## config.mk

```make
export PLATFORM = sky130hd
export DESIGN_NAME = squash_walker
export DESIGN_NICKNAME = d
export VERILOG_FILES = /design/src/rtl/sqw_pkg.sv /design/src/rtl/sqw_mark_chain.sv /design/src/rtl/sqw_thread_queue.sv /design/src/rtl/squash_walker.sv
export SDC_FILE = /design/constraint.sdc
export NUM_CORES = 1
export LEC_CHECK = 0
export BUFFER_PORTS_ARGS = -buffer_cell sky130_fd_sc_hd__buf_2
export CAP_MARGIN = 20
export CORE_ASPECT_RATIO = 0.5
export CORE_MARGIN = 1.5
export CORE_UTILIZATION = 30
export CTS_BUF_LIST = sky130_fd_sc_hd__clkbuf_4
export CTS_CLUSTER_DIAMETER = 60
export CTS_CLUSTER_SIZE = 40
export DETAILED_ROUTE_END_ITERATION = 16
export GPL_TIMING_DRIVEN = 1
export PLACE_DENSITY = 0.46
export SYNTH_ARGS = -nofsm -noshare
export SYNTH_HDL_FRONTEND = slang
export SYNTH_SLANG_ARGS = --single-unit
```

## constraint.sdc

```tcl
create_clock -name clk -period 5.9 [get_ports clk]
set_input_delay 1.18 -clock clk [delete_from_list [all_inputs] [get_ports clk]]
set_output_delay 1.18 -clock clk [all_outputs]
set_load 0.01 [all_outputs]
```

## src/rtl/sqw_pkg.sv

```systemverilog
package sqw_pkg;

  typedef struct packed {
    logic squashed;
    logic commit_ok;
  } sqw_flags_t;

endpackage

```

## src/rtl/sqw_mark_chain.sv

```systemverilog
module sqw_mark_chain #(
  parameter int DEPTH = 8,
  parameter int SEQ_W = 16,
  parameter int SQ_W  = 2
) (
  input  logic [SEQ_W-1:0]          seq_arr [DEPTH],
  input  logic [$clog2(DEPTH)-1:0]  tail_idx,
  input  logic [$clog2(DEPTH):0]    cnt,
  input  logic [$clog2(DEPTH):0]    pos,
  input  logic [SEQ_W-1:0]          bound,
  output logic [DEPTH-1:0]          mark_vec,
  output logic                      finish,
  output logic                      youngest_hit
);
  localparam int IDX_W = $clog2(DEPTH);
  localparam int CW    = IDX_W + 1;

  logic            go;
  logic            ok;
  logic [CW:0]     p;
  logic [IDX_W-1:0] idx;

  always_comb begin
    mark_vec     = '0;
    youngest_hit = 1'b0;
    go           = 1'b1;
    ok           = 1'b0;
    p            = '0;
    idx          = '0;
    for (int k = 0; k <= SQ_W; k++) begin
      p   = {1'b0, pos} + (CW+1)'(k);
      idx = tail_idx - IDX_W'(1) - p[IDX_W-1:0];
      ok  = ({1'b0, cnt} > p) && (seq_arr[idx] > bound);
      if (k < SQ_W) begin
        if (go && ok) mark_vec[idx] = 1'b1;
        if (k == 0 && go && ok && pos == '0) youngest_hit = 1'b1;
      end
      go = go && ok;
    end
    finish = !go;
  end

endmodule

```

## src/rtl/sqw_thread_queue.sv

```systemverilog
module sqw_thread_queue
  import sqw_pkg::*;
#(
  parameter int DEPTH = 8,
  parameter int SEQ_W = 16,
  parameter int SQ_W  = 2
) (
  input  logic                     clk,
  input  logic                     rst,
  input  logic                     alloc_en,
  input  logic [SEQ_W-1:0]         alloc_seq,
  input  logic                     retire_en,
  input  logic                     sq_req,
  input  logic [SEQ_W-1:0]         sq_bound,
  output logic [SEQ_W-1:0]         head_seq,
  output sqw_flags_t               head_flags,
  output logic [$clog2(DEPTH):0]   occupancy,
  output logic                     done,
  output logic                     tail_pulse
);
  localparam int IDX_W = $clog2(DEPTH);
  localparam int CW    = IDX_W + 1;

  logic [SEQ_W-1:0] seq_q [DEPTH];
  sqw_flags_t       flg_q [DEPTH];
  logic [IDX_W-1:0] head_q, tail_q;
  logic [CW-1:0]    cnt_q, pos_q;
  logic [SEQ_W-1:0] bound_q;
  logic             done_q, tpls_q;

  logic             sq_start, step_en, alloc_ok, ret_ok;
  logic [DEPTH-1:0] mark_vec;
  logic             finish, youngest_hit;

  assign sq_start = sq_req && (cnt_q != '0);
  assign step_en  = !done_q && !sq_start;
  assign alloc_ok = alloc_en && done_q && !sq_start && (cnt_q != CW'(DEPTH));
  assign ret_ok   = retire_en && (cnt_q != '0);

  sqw_mark_chain #(.DEPTH(DEPTH), .SEQ_W(SEQ_W), .SQ_W(SQ_W)) u_chain (
    .seq_arr      (seq_q),
    .tail_idx     (tail_q),
    .cnt          (cnt_q),
    .pos          (pos_q),
    .bound        (bound_q),
    .mark_vec     (mark_vec),
    .finish       (finish),
    .youngest_hit (youngest_hit)
  );

  always_ff @(posedge clk) begin
    if (alloc_ok) seq_q[tail_q] <= alloc_seq;
  end

  always_ff @(posedge clk) begin
    if (rst) begin
      for (int i = 0; i < DEPTH; i++) flg_q[i] <= '0;
    end else begin
      for (int i = 0; i < DEPTH; i++)
        if (step_en && mark_vec[i]) flg_q[i] <= '{squashed: 1'b1, commit_ok: 1'b1};
      if (alloc_ok) flg_q[tail_q] <= '0;
    end
  end

  always_ff @(posedge clk) begin
    if (rst) begin
      head_q  <= '0;
      tail_q  <= '0;
      cnt_q   <= '0;
      pos_q   <= '0;
      bound_q <= '0;
      done_q  <= 1'b1;
      tpls_q  <= 1'b0;
    end else begin
      tpls_q <= step_en && youngest_hit;
      if (alloc_ok) tail_q <= tail_q + IDX_W'(1);
      if (ret_ok)   head_q <= head_q + IDX_W'(1);
      case ({alloc_ok, ret_ok})
        2'b10:   cnt_q <= cnt_q + CW'(1);
        2'b01:   cnt_q <= cnt_q - CW'(1);
        default: cnt_q <= cnt_q;
      endcase
      if (sq_start) begin
        done_q  <= 1'b0;
        bound_q <= sq_bound;
        pos_q   <= '0;
      end else if (step_en) begin
        if (finish) done_q <= 1'b1;
        else        pos_q  <= pos_q + CW'(SQ_W);
      end
    end
  end

  assign head_seq   = seq_q[head_q];
  assign head_flags = flg_q[head_q];
  assign occupancy  = cnt_q;
  assign done       = done_q;
  assign tail_pulse = tpls_q;

  assert_done_clear_R3: assert property (@(posedge clk) disable iff (rst)
    sq_start |=> !done_q);
  assert_empty_squash_R2: assert property (@(posedge clk) disable iff (rst)
    (sq_req && cnt_q == '0 && done_q) |=> done_q);
  assert_mark_width_R4: assert property (@(posedge clk) disable iff (rst)
    step_en |-> ($countones(mark_vec) <= SQ_W));
  assert_done_after_step_R6: assert property (@(posedge clk) disable iff (rst)
    $rose(done_q) |-> $past(step_en));
  assert_tail_pulse_R8: assert property (@(posedge clk) disable iff (rst)
    tpls_q |=> !tpls_q);
  assert_restart_R9: assert property (@(posedge clk) disable iff (rst)
    sq_start |=> (pos_q == '0 && bound_q == $past(sq_bound)));
  assert_alloc_block_R10: assert property (@(posedge clk) disable iff (rst)
    !done_q |=> (tail_q == $past(tail_q)));
  assert_no_overflow_R10: assert property (@(posedge clk) disable iff (rst)
    cnt_q <= CW'(DEPTH));

endmodule

```

## src/rtl/squash_walker.sv

```systemverilog
module squash_walker
  import sqw_pkg::*;
#(
  parameter int NUM_THREADS = 2,
  parameter int DEPTH       = 8,
  parameter int SEQ_W       = 16,
  parameter int SQ_WIDTH    = 2,
  localparam int TID_W      = (NUM_THREADS > 1) ? $clog2(NUM_THREADS) : 1,
  localparam int CW         = $clog2(DEPTH) + 1
) (
  input  logic                   clk,
  input  logic                   rst,
  input  logic                   alloc_valid,
  input  logic [TID_W-1:0]       alloc_tid,
  input  logic [SEQ_W-1:0]       alloc_seq,
  input  logic                   retire_valid,
  input  logic [TID_W-1:0]       retire_tid,
  input  logic                   squash_valid,
  input  logic [TID_W-1:0]       squash_tid,
  input  logic [SEQ_W-1:0]       squash_seq,
  output logic                   ret_valid,
  output logic [SEQ_W-1:0]       ret_seq,
  output logic                   ret_squashed,
  output logic                   ret_commit_ok,
  output logic [NUM_THREADS-1:0] walk_done,
  output logic [NUM_THREADS-1:0] tail_update
);

  logic [SEQ_W-1:0] head_seq [NUM_THREADS];
  sqw_flags_t       head_flg [NUM_THREADS];
  logic [CW-1:0]    occ      [NUM_THREADS];

  for (genvar t = 0; t < NUM_THREADS; t++) begin : g_thr
    sqw_thread_queue #(.DEPTH(DEPTH), .SEQ_W(SEQ_W), .SQ_W(SQ_WIDTH)) u_q (
      .clk        (clk),
      .rst        (rst),
      .alloc_en   (alloc_valid && alloc_tid == TID_W'(t)),
      .alloc_seq  (alloc_seq),
      .retire_en  (retire_valid && retire_tid == TID_W'(t)),
      .sq_req     (squash_valid && squash_tid == TID_W'(t)),
      .sq_bound   (squash_seq),
      .head_seq   (head_seq[t]),
      .head_flags (head_flg[t]),
      .occupancy  (occ[t]),
      .done       (walk_done[t]),
      .tail_pulse (tail_update[t])
    );
  end

  logic sel_ok;
  assign sel_ok = retire_valid && (int'(retire_tid) < NUM_THREADS);

  always_ff @(posedge clk) begin
    if (rst) begin
      ret_valid     <= 1'b0;
      ret_seq       <= '0;
      ret_squashed  <= 1'b0;
      ret_commit_ok <= 1'b0;
    end else begin
      ret_valid <= sel_ok && (occ[retire_tid] != '0);
      if (sel_ok) begin
        ret_seq       <= head_seq[retire_tid];
        ret_squashed  <= head_flg[retire_tid].squashed;
        ret_commit_ok <= head_flg[retire_tid].commit_ok;
      end
    end
  end

  assert_ret_cause_R11: assert property (@(posedge clk) disable iff (rst)
    ret_valid |-> $past(retire_valid));

endmodule

```

==> results_dict.tcl, run 1 <==
set metrics [dict create \
    cts_root_buffer "clkbuf_4" \
    dr.pass1.iters 6 \
    worst_pin_slew_ns 1.23 \
    maxUsedRoutingLayer "met4" \
    clkLatencyLatePin_ns 0.88 \
    hold_end "g_thr[1].u_q.bound_q[14]" \
    grt_max_degree 78 \
    first_global_vias 16900 \
    seqCellArea_mm2 0.00974 \
    worstPathArrival_ns 5.95 \
    die_h_um 198 \
    clock_power_share_pct 17.5 \
    htreeDepth 1 \
    dieArea_mm2 0.0780 \
    area_growth_syn_to_layout_pct 9.41 \
    clkTransAtPathRegs_ns 0.18 \
    p_int_mw 4.52 \
    ys_seq_area_share_pct 42.6 \
    met1Wirelength_mm 35.4 \
    swShare_pct 41.4 \
    required_ns 6.65 \
    ios 63 \
    outcome "complete, no violations" \
    multi_input_area_mm2 0.0124 \
    ir_drop_uv 131 \
    cts_buffers 29 \
    viasPerCell 5.66 \
    grt_overflow 0 \
    die_w_um 393 \
    met3_length_mm 4.37 \
    ant_nets 0 \
    comb_power_share_pct 44.8 \
    finalSetupViolations 0 \
    power_density_mw_per_mm2 308 \
    crit-reg2reg-launch "g_thr[0].u_q.tail_q[1]" \
    dpl.hpwl_mm 54.5 \
    drive_above_1_share_pct 22.6 \
    clkSinkCount 358 \
    synthesis.nets 2200 \
    drt-total-wl_mm 77.9 \
    min-delay-start "g_thr[1].u_q.bound_q[14]" \
    async_flop_share_pct 0 \
    postLayoutCoreUtil_pct 33.2 \
    r2r_slack_ns 0.70 \
    routedWlPerCell_um 25.2 \
    reg2reg_to "g_thr[0].u_q.pos_q[3]" \
    avgSynthCellArea_um2 11.3 \
    stdcell_count 3088 \
    drt_iter0_markers 1642 \
    port_buffers 62 \
    cp-end-kind "flip-flop" \
    met2_length_mm 36.5 \
    reg2regPathDepth 18 \
    yosys_register_bits 358 \
    synth_area_mm2 0.0229 \
    max-slew-margin-rel_pct 17.6 \
    final.setup.tns_ns 0 \
    period_share_pct 88.2 \
    fillCellCount 7691 \
    grt_pass1_wl_mm 115 \
    p_leak_nw 8.23 \
    coreArea_mm2 0.0753 \
    drv_cap 0 \
    hold_violations 0 \
    slew_violations 0 \
    cts_max_path_buffers 3 \
    crit_fanout 28 \
    seqPwrFrac_pct 37.7 \
    p_sw_mw 3.19 \
    min_path_type "reg2reg" \
    syn-instance-count 2032 \
    rsz0062_at_grt "false" \
    fmax_mhz 192 \
    layout_commonest_cell "edfxtp_1" \
    yosysUniqueCellTypes 84 \
    vias 17500 \
    route.detailed.drc 0 \
    track_usage_pct 19.6 \
    min_period_ns 5.20 \
    grt_antenna_before_repair 5 \
    synth_edf_count 256 \
    dp_cells 3027 \
    start_util_pct 30.4 \
    place_congestion 0.873 \
    nets 2207 \
    synth-main-ff-cell "edfxtp_1" \
    final_cell_mix "256 x edfxtp_1, 220 x nand2_1, 178 x a21oi_1, 159 x mux4_2, 145 x nor2_1" \
    skew_ns 0.0431 \
    power_mw 7.72 \
    fp-row-count 71 \
    whs_path_depth 2 \
    worstSetupPathType "reg2reg" \
    critPathLaunchType "flip-flop" \
    cts_tree "yes" \
    yosys_warnings 0 \
]
-- cells by family after synthesis --
logic type	count (synthesis)	share of synthesized area [%]
AOI/OAI and AO/OA	477	12.8
xor gates and xnor gates	31	1.35
adders and majority gates	128	7.07
buffers and inverters	210	3.71
DFF	358	42.6
muxes	293	22.0
and+or+nand+nor	535	10.6
-- synthesized netlist by cell type (14+ instances only) --
master    count  share of area, %
edfxtp_1    256                34
nand2_1     220               3.6
a21oi_1     178               3.9
mux4_2      159                16
nor2_1      153               2.5
ha_1        126               6.9
dfxtp_1     102               8.9
o21ai_0     102               2.2
clkbuf_1     97               1.6
mux2_2       81               4.0
o22ai_1      68               1.9
inv_1        61               1.0
mux2i_1      53               2.3
nor3_1       51               1.1
buf_2        27              0.59
a211oi_1     25              0.82
nand3_1      25              0.55
nand4_1      18              0.49
xnor2_1      18              0.69
a222oi_1     17              0.74
a221oi_1     14              0.54
buf_1        14              0.23
-- critical path: stages, from the launching register on --
cell      delay, ns
dfxtp_1        0.67
inv_1          0.16
ha_2           0.22
xnor2_2        0.35
xnor2_1        0.22
xnor2_2        0.14
buf_4          0.34
buf_4          0.34
mux4_2         0.34
nor2_1         0.13
a21oi_1        0.09
ha_1           0.30
nand2_1        0.06
or4_1          0.61
a21oi_1        0.27
or4b_2         0.20
o211ai_1       0.17
o311ai_0       0.34
o41ai_1        0.12
-- per-stage QoR --
stage	area [um^2]	hold WS [ns]	worst slack [ns]
after detailed placement	24500	0.452	0.484
after global routing	25000	0.478	0.380
final	25000	0.473	0.699
after global placement	24500	0.445	0.669
after CTS	25000	0.450	0.449
after floorplan	22900	0.436	0.411
-- how the worst max path moves through the flow --
| stage | from | endpoint | slack [ns] | depth (start not counted) |
|---|---|---|---|---|
| 2_1_floorplan | g_thr[1].u_q.tail_q[0] | g_thr[1].u_q.pos_q[3] | 0.41 | 16 |
| 4_1_cts | g_thr[0].u_q.tail_q[1] | g_thr[0].u_q.pos_q[3] | 0.45 | 18 |
| 3_3_place_gp | g_thr[0].u_q.tail_q[1] | g_thr[0].u_q.pos_q[3] | 0.67 | 17 |
| 3_5_place_dp | g_thr[0].u_q.tail_q[1] | g_thr[0].u_q.pos_q[3] | 0.48 | 17 |
| 5_1_grt | g_thr[0].u_q.tail_q[1] | g_thr[0].u_q.pos_q[3] | 0.38 | 19 |
| 6_report | g_thr[0].u_q.tail_q[1] | g_thr[0].u_q.pos_q[3] | 0.70 | 18 |
-- repair_timing --
action | CTS | global route
gates resized for setup | 0 | 0
setup buffers | 0 | 2
hold endpoints to repair | 0 | 0
setup endpoints to repair | 0 | 2
hold buffers | 0 | 0
-- power by group through the flow --
stage	clock [mW]	sequential, mW	combinational [mW]
after global placement	0	2.96	3.41
after CTS	1.40	2.91	3.44
final	1.35	2.91	3.46
after global routing	1.48	2.92	3.80
after floorplan	0	2.91	2.45
after detailed placement	0	2.96	3.42
-- per-layer routing --
layer  vias up  GRT usage (%)
li1       7876              -
met1      8891           27.7
met2       606           32.4
met3        90           1.98
met4         0           4.61
met5         -              0
-- area by class of cell --
cell class / instances / area share (%)
Tap cell: 1022 / 5.11
Inverter: 66 / 0.990
Clock buffer: 30 / 0.900
Timing Repair Buffer: 120 / 3.14
Antenna cell: 4 / 0.0400
Multi-Input combinational cell: 1464 / 49.8
Sequential cell: 358 / 38.9
Clock inverter: 24 / 1.14
-- state kept, by name, summed over array words and instances, names as in the netlist, 6 cells and up, named ones only --
name,flops
ret_seq,16
g_thr.u_q.head_q,6
g_thr.u_q.seq_q,256
g_thr.u_q.pos_q,6
g_thr.u_q.occupancy,8
g_thr.u_q.bound_q,32
g_thr.u_q.flg_q,16
g_thr.u_q.tail_q,6
Note: power is estimated with default switching activity, not from simulation.
==> run 2, diff against run 1 <==
Settings changed: CORE_UTILIZATION 30 to 45, PLACE_DENSITY 0.46 to 0.63.
==> run 2 against run 1 <==
Global-route usage grew 7.1 points. Critical path depth unchanged. Non-clock buffer count increased by 3. Utilization grew 16 points. Combinational power decreased by 2%. Final cell count decreased by 11%. Die area down 33%. Clock power shrank 8%. Cell area decreased by 2.2%. Via count rose by 1.4%. Worst hold slack worse by 0.0024 ns. Sequential share of layout area increased by 0.87 points.
==> results_dict.tcl, run 2 (synthesis results as in run 1) <==
set metrics [dict create \
    top_regs "g_thr.u_q.seq_q x256, g_thr.u_q.bound_q x32" \
    final.setup.tns_ns 0 \
    ir_drop_uv 155 \
    cts_root_buffer "clkbuf_4" \
    period_share_pct 91.5 \
    whs_path_depth 2 \
    worst_pin_slew_ns 1.08 \
    fp-row-count 58 \
    post_cts_buffers 0 \
    ios 63 \
    cts_resized 0 \
    vias 17700 \
    outcome "complete, no violations" \
    cp.depth 18 \
    ctsHoldBuffers 0 \
    min-delay-start "g_thr[1].u_q.bound_q[5]" \
    route.detailed.drc 0 \
    p_leak_nw 8.19 \
    skew_ns 0.0830 \
    die_h_um 162 \
    rsz0062_at_grt "false" \
    reg2reg_to "g_thr[0].u_q.flg_q[6][0]" \
    crit_chain "inv_1 > ha_1 > xnor2_2 > xnor2_2 > buf_4 > nand2_1 > o22ai_1 > nor2_1 > o21ai_0 > nor3_1 > ha_1 > a41o_1 > a21oi_1 > or3_1 > a31oi_1 > nand4_1 > or2_2 > a211oi_1" \
    largest_reg_flops 256 \
    die_w_um 322 \
    layout_commonest_cell "edfxtp_1" \
    drt-total-wl_mm 70.0 \
    hold_end "g_thr[1].u_q.bound_q[5]" \
    cts_buffers 22 \
    crit_fanout 25 \
    min_path_type "reg2reg" \
    track_usage_pct 26.7 \
    coreArea_mm2 0.0502 \
    clkTransAtPathRegs_ns 0.21 \
    power_mw 7.54 \
    regMostFlops "g_thr.u_q.seq_q" \
    cp_top_family "simple AND/OR/NAND/NOR gates" \
    dieArea_mm2 0.0523 \
    viasPerCell 6.46 \
    ant_nets 0 \
    place_congestion 0.957 \
    grt_antenna_before_repair 4 \
    worstPathArrival_ns 6.17 \
    drt_iter0_markers 2046 \
    cp-end-kind "flip-flop" \
    seqCellArea_mm2 0.00974 \
    cts_max_path_buffers 3 \
    htreeDepth 1 \
    critPathLaunchType "flip-flop" \
    fmax_mhz 185 \
    cts_tree "yes" \
    clkLatencyLatePin_ns 0.87 \
    clkSinkCount 358 \
    drive_above_1_share_pct 22.1 \
    crit-reg2reg-launch "g_thr[0].u_q.tail_q[1]" \
    dp_cells 2701 \
    drv_cap 0 \
    port_buffers 62 \
    reg2regPathDepth 18 \
    fillCellCount 4525 \
    final_cell_mix "256 x edfxtp_1, 220 x nand2_1, 178 x a21oi_1, 159 x mux4_2, 145 x nor2_1" \
    r2r_slack_ns 0.50 \
    min_period_ns 5.40 \
    multi_input_area_mm2 0.0124 \
    slew_violations 0 \
    grt_max_degree 61 \
    crit_buf_inv 2 \
    grt_overflow 0 \
    hold_violations 0 \
    first_global_vias 16800 \
    start_util_pct 45.5 \
    nets 2203 \
    routedWlPerCell_um 25.5 \
    timing.hold.ws_ns 0.470 \
    max-slew-margin-rel_pct 28.2 \
    stdcell_count 2743 \
    power_density_mw_per_mm2 308 \
    dr.pass1.iters 8 \
    worstSetupPathType "reg2reg" \
    critPathSlowestCell "xnor2_2" \
    dpl.hpwl_mm 49.0 \
    cpPeakStageDelay_ns 0.82 \
    finalSetupViolations 0 \
    grt_pass1_wl_mm 106 \
    area_growth_syn_to_layout_pct 6.99 \
    required_ns 6.67 \
]
==> run 2: cell count changes in the layout (fill, tap and decap cells not counted), moves of 3 or more <==
cell,before,now
nor2_2,0,8
nor2_4,9,1
clkbuf_4,30,23
buf_4,56,61
clkinv_4,5,1
buf_12,3,0
inv_8,3,0
==> run 2: worst max path at each step <==
stage / start / end / slack [ns]
floorplan: g_thr[1].u_q.tail_q[0] / g_thr[1].u_q.pos_q[3] / 0.41
global placement: g_thr[0].u_q.tail_q[1] / g_thr[0].u_q.pos_q[3] / 0.76
detailed placement: g_thr[0].u_q.tail_q[1] / g_thr[0].u_q.flg_q[6][0] / 0.63
CTS: g_thr[0].u_q.tail_q[1] / g_thr[0].u_q.flg_q[6][0] / 0.59
global route: g_thr[0].u_q.tail_q[1] / g_thr[0].u_q.flg_q[6][0] / 0.11
finish: g_thr[0].u_q.tail_q[1] / g_thr[0].u_q.flg_q[6][0] / 0.50
==> run 2: power by group <==
| group | internal [mW] | switching [mW] |
|---|---|---|
| Combinational | 1.38 | 2.01 |
| Sequential | 2.80 | 0.0975 |
| Clock | 0.287 | 0.958 |
| Total | 4.47 | 3.07 |
==> run 2: worst min-delay path, stage by stage (launching register included) <==
cell     delay (ns)
dfxtp_1        0.35
nand2_1        0.05
a21oi_1        0.05
==> run 2: area by class of cell <==
cell class              count  area share, %
inverters                  66           1.01
repair buffers            123           3.17
diodes                      2         0.0205
clock inverters            17           1.08
multi-input cells        1464           50.7
clock buffers              23          0.706
flip-flops and latches    358           39.8
well taps                 690           3.53
==> run 2: metal layers <==
layer	wire length, um	share of wire, %	vias to the layer above	global-route usage, %
met3	7210	10	146	5.11
met2	31100	44	946	41.4
met4	2250	3.2	4	8.08
met1	29300	42	8763	38.1
met5	38	0.054	-	0
li1	-	-	7849	-
==> run 2: through the flow <==
step	util, %	setup WS (ns)	instance area [um^2]
6_report	48.7	0.502	24500
3_3_place_gp	47.8	0.764	24000
2_1_floorplan	-	0.411	22900
3_5_place_dp	47.8	0.626	24000
5_1_grt	48.7	0.112	24500
4_1_cts	48.7	0.589	24500
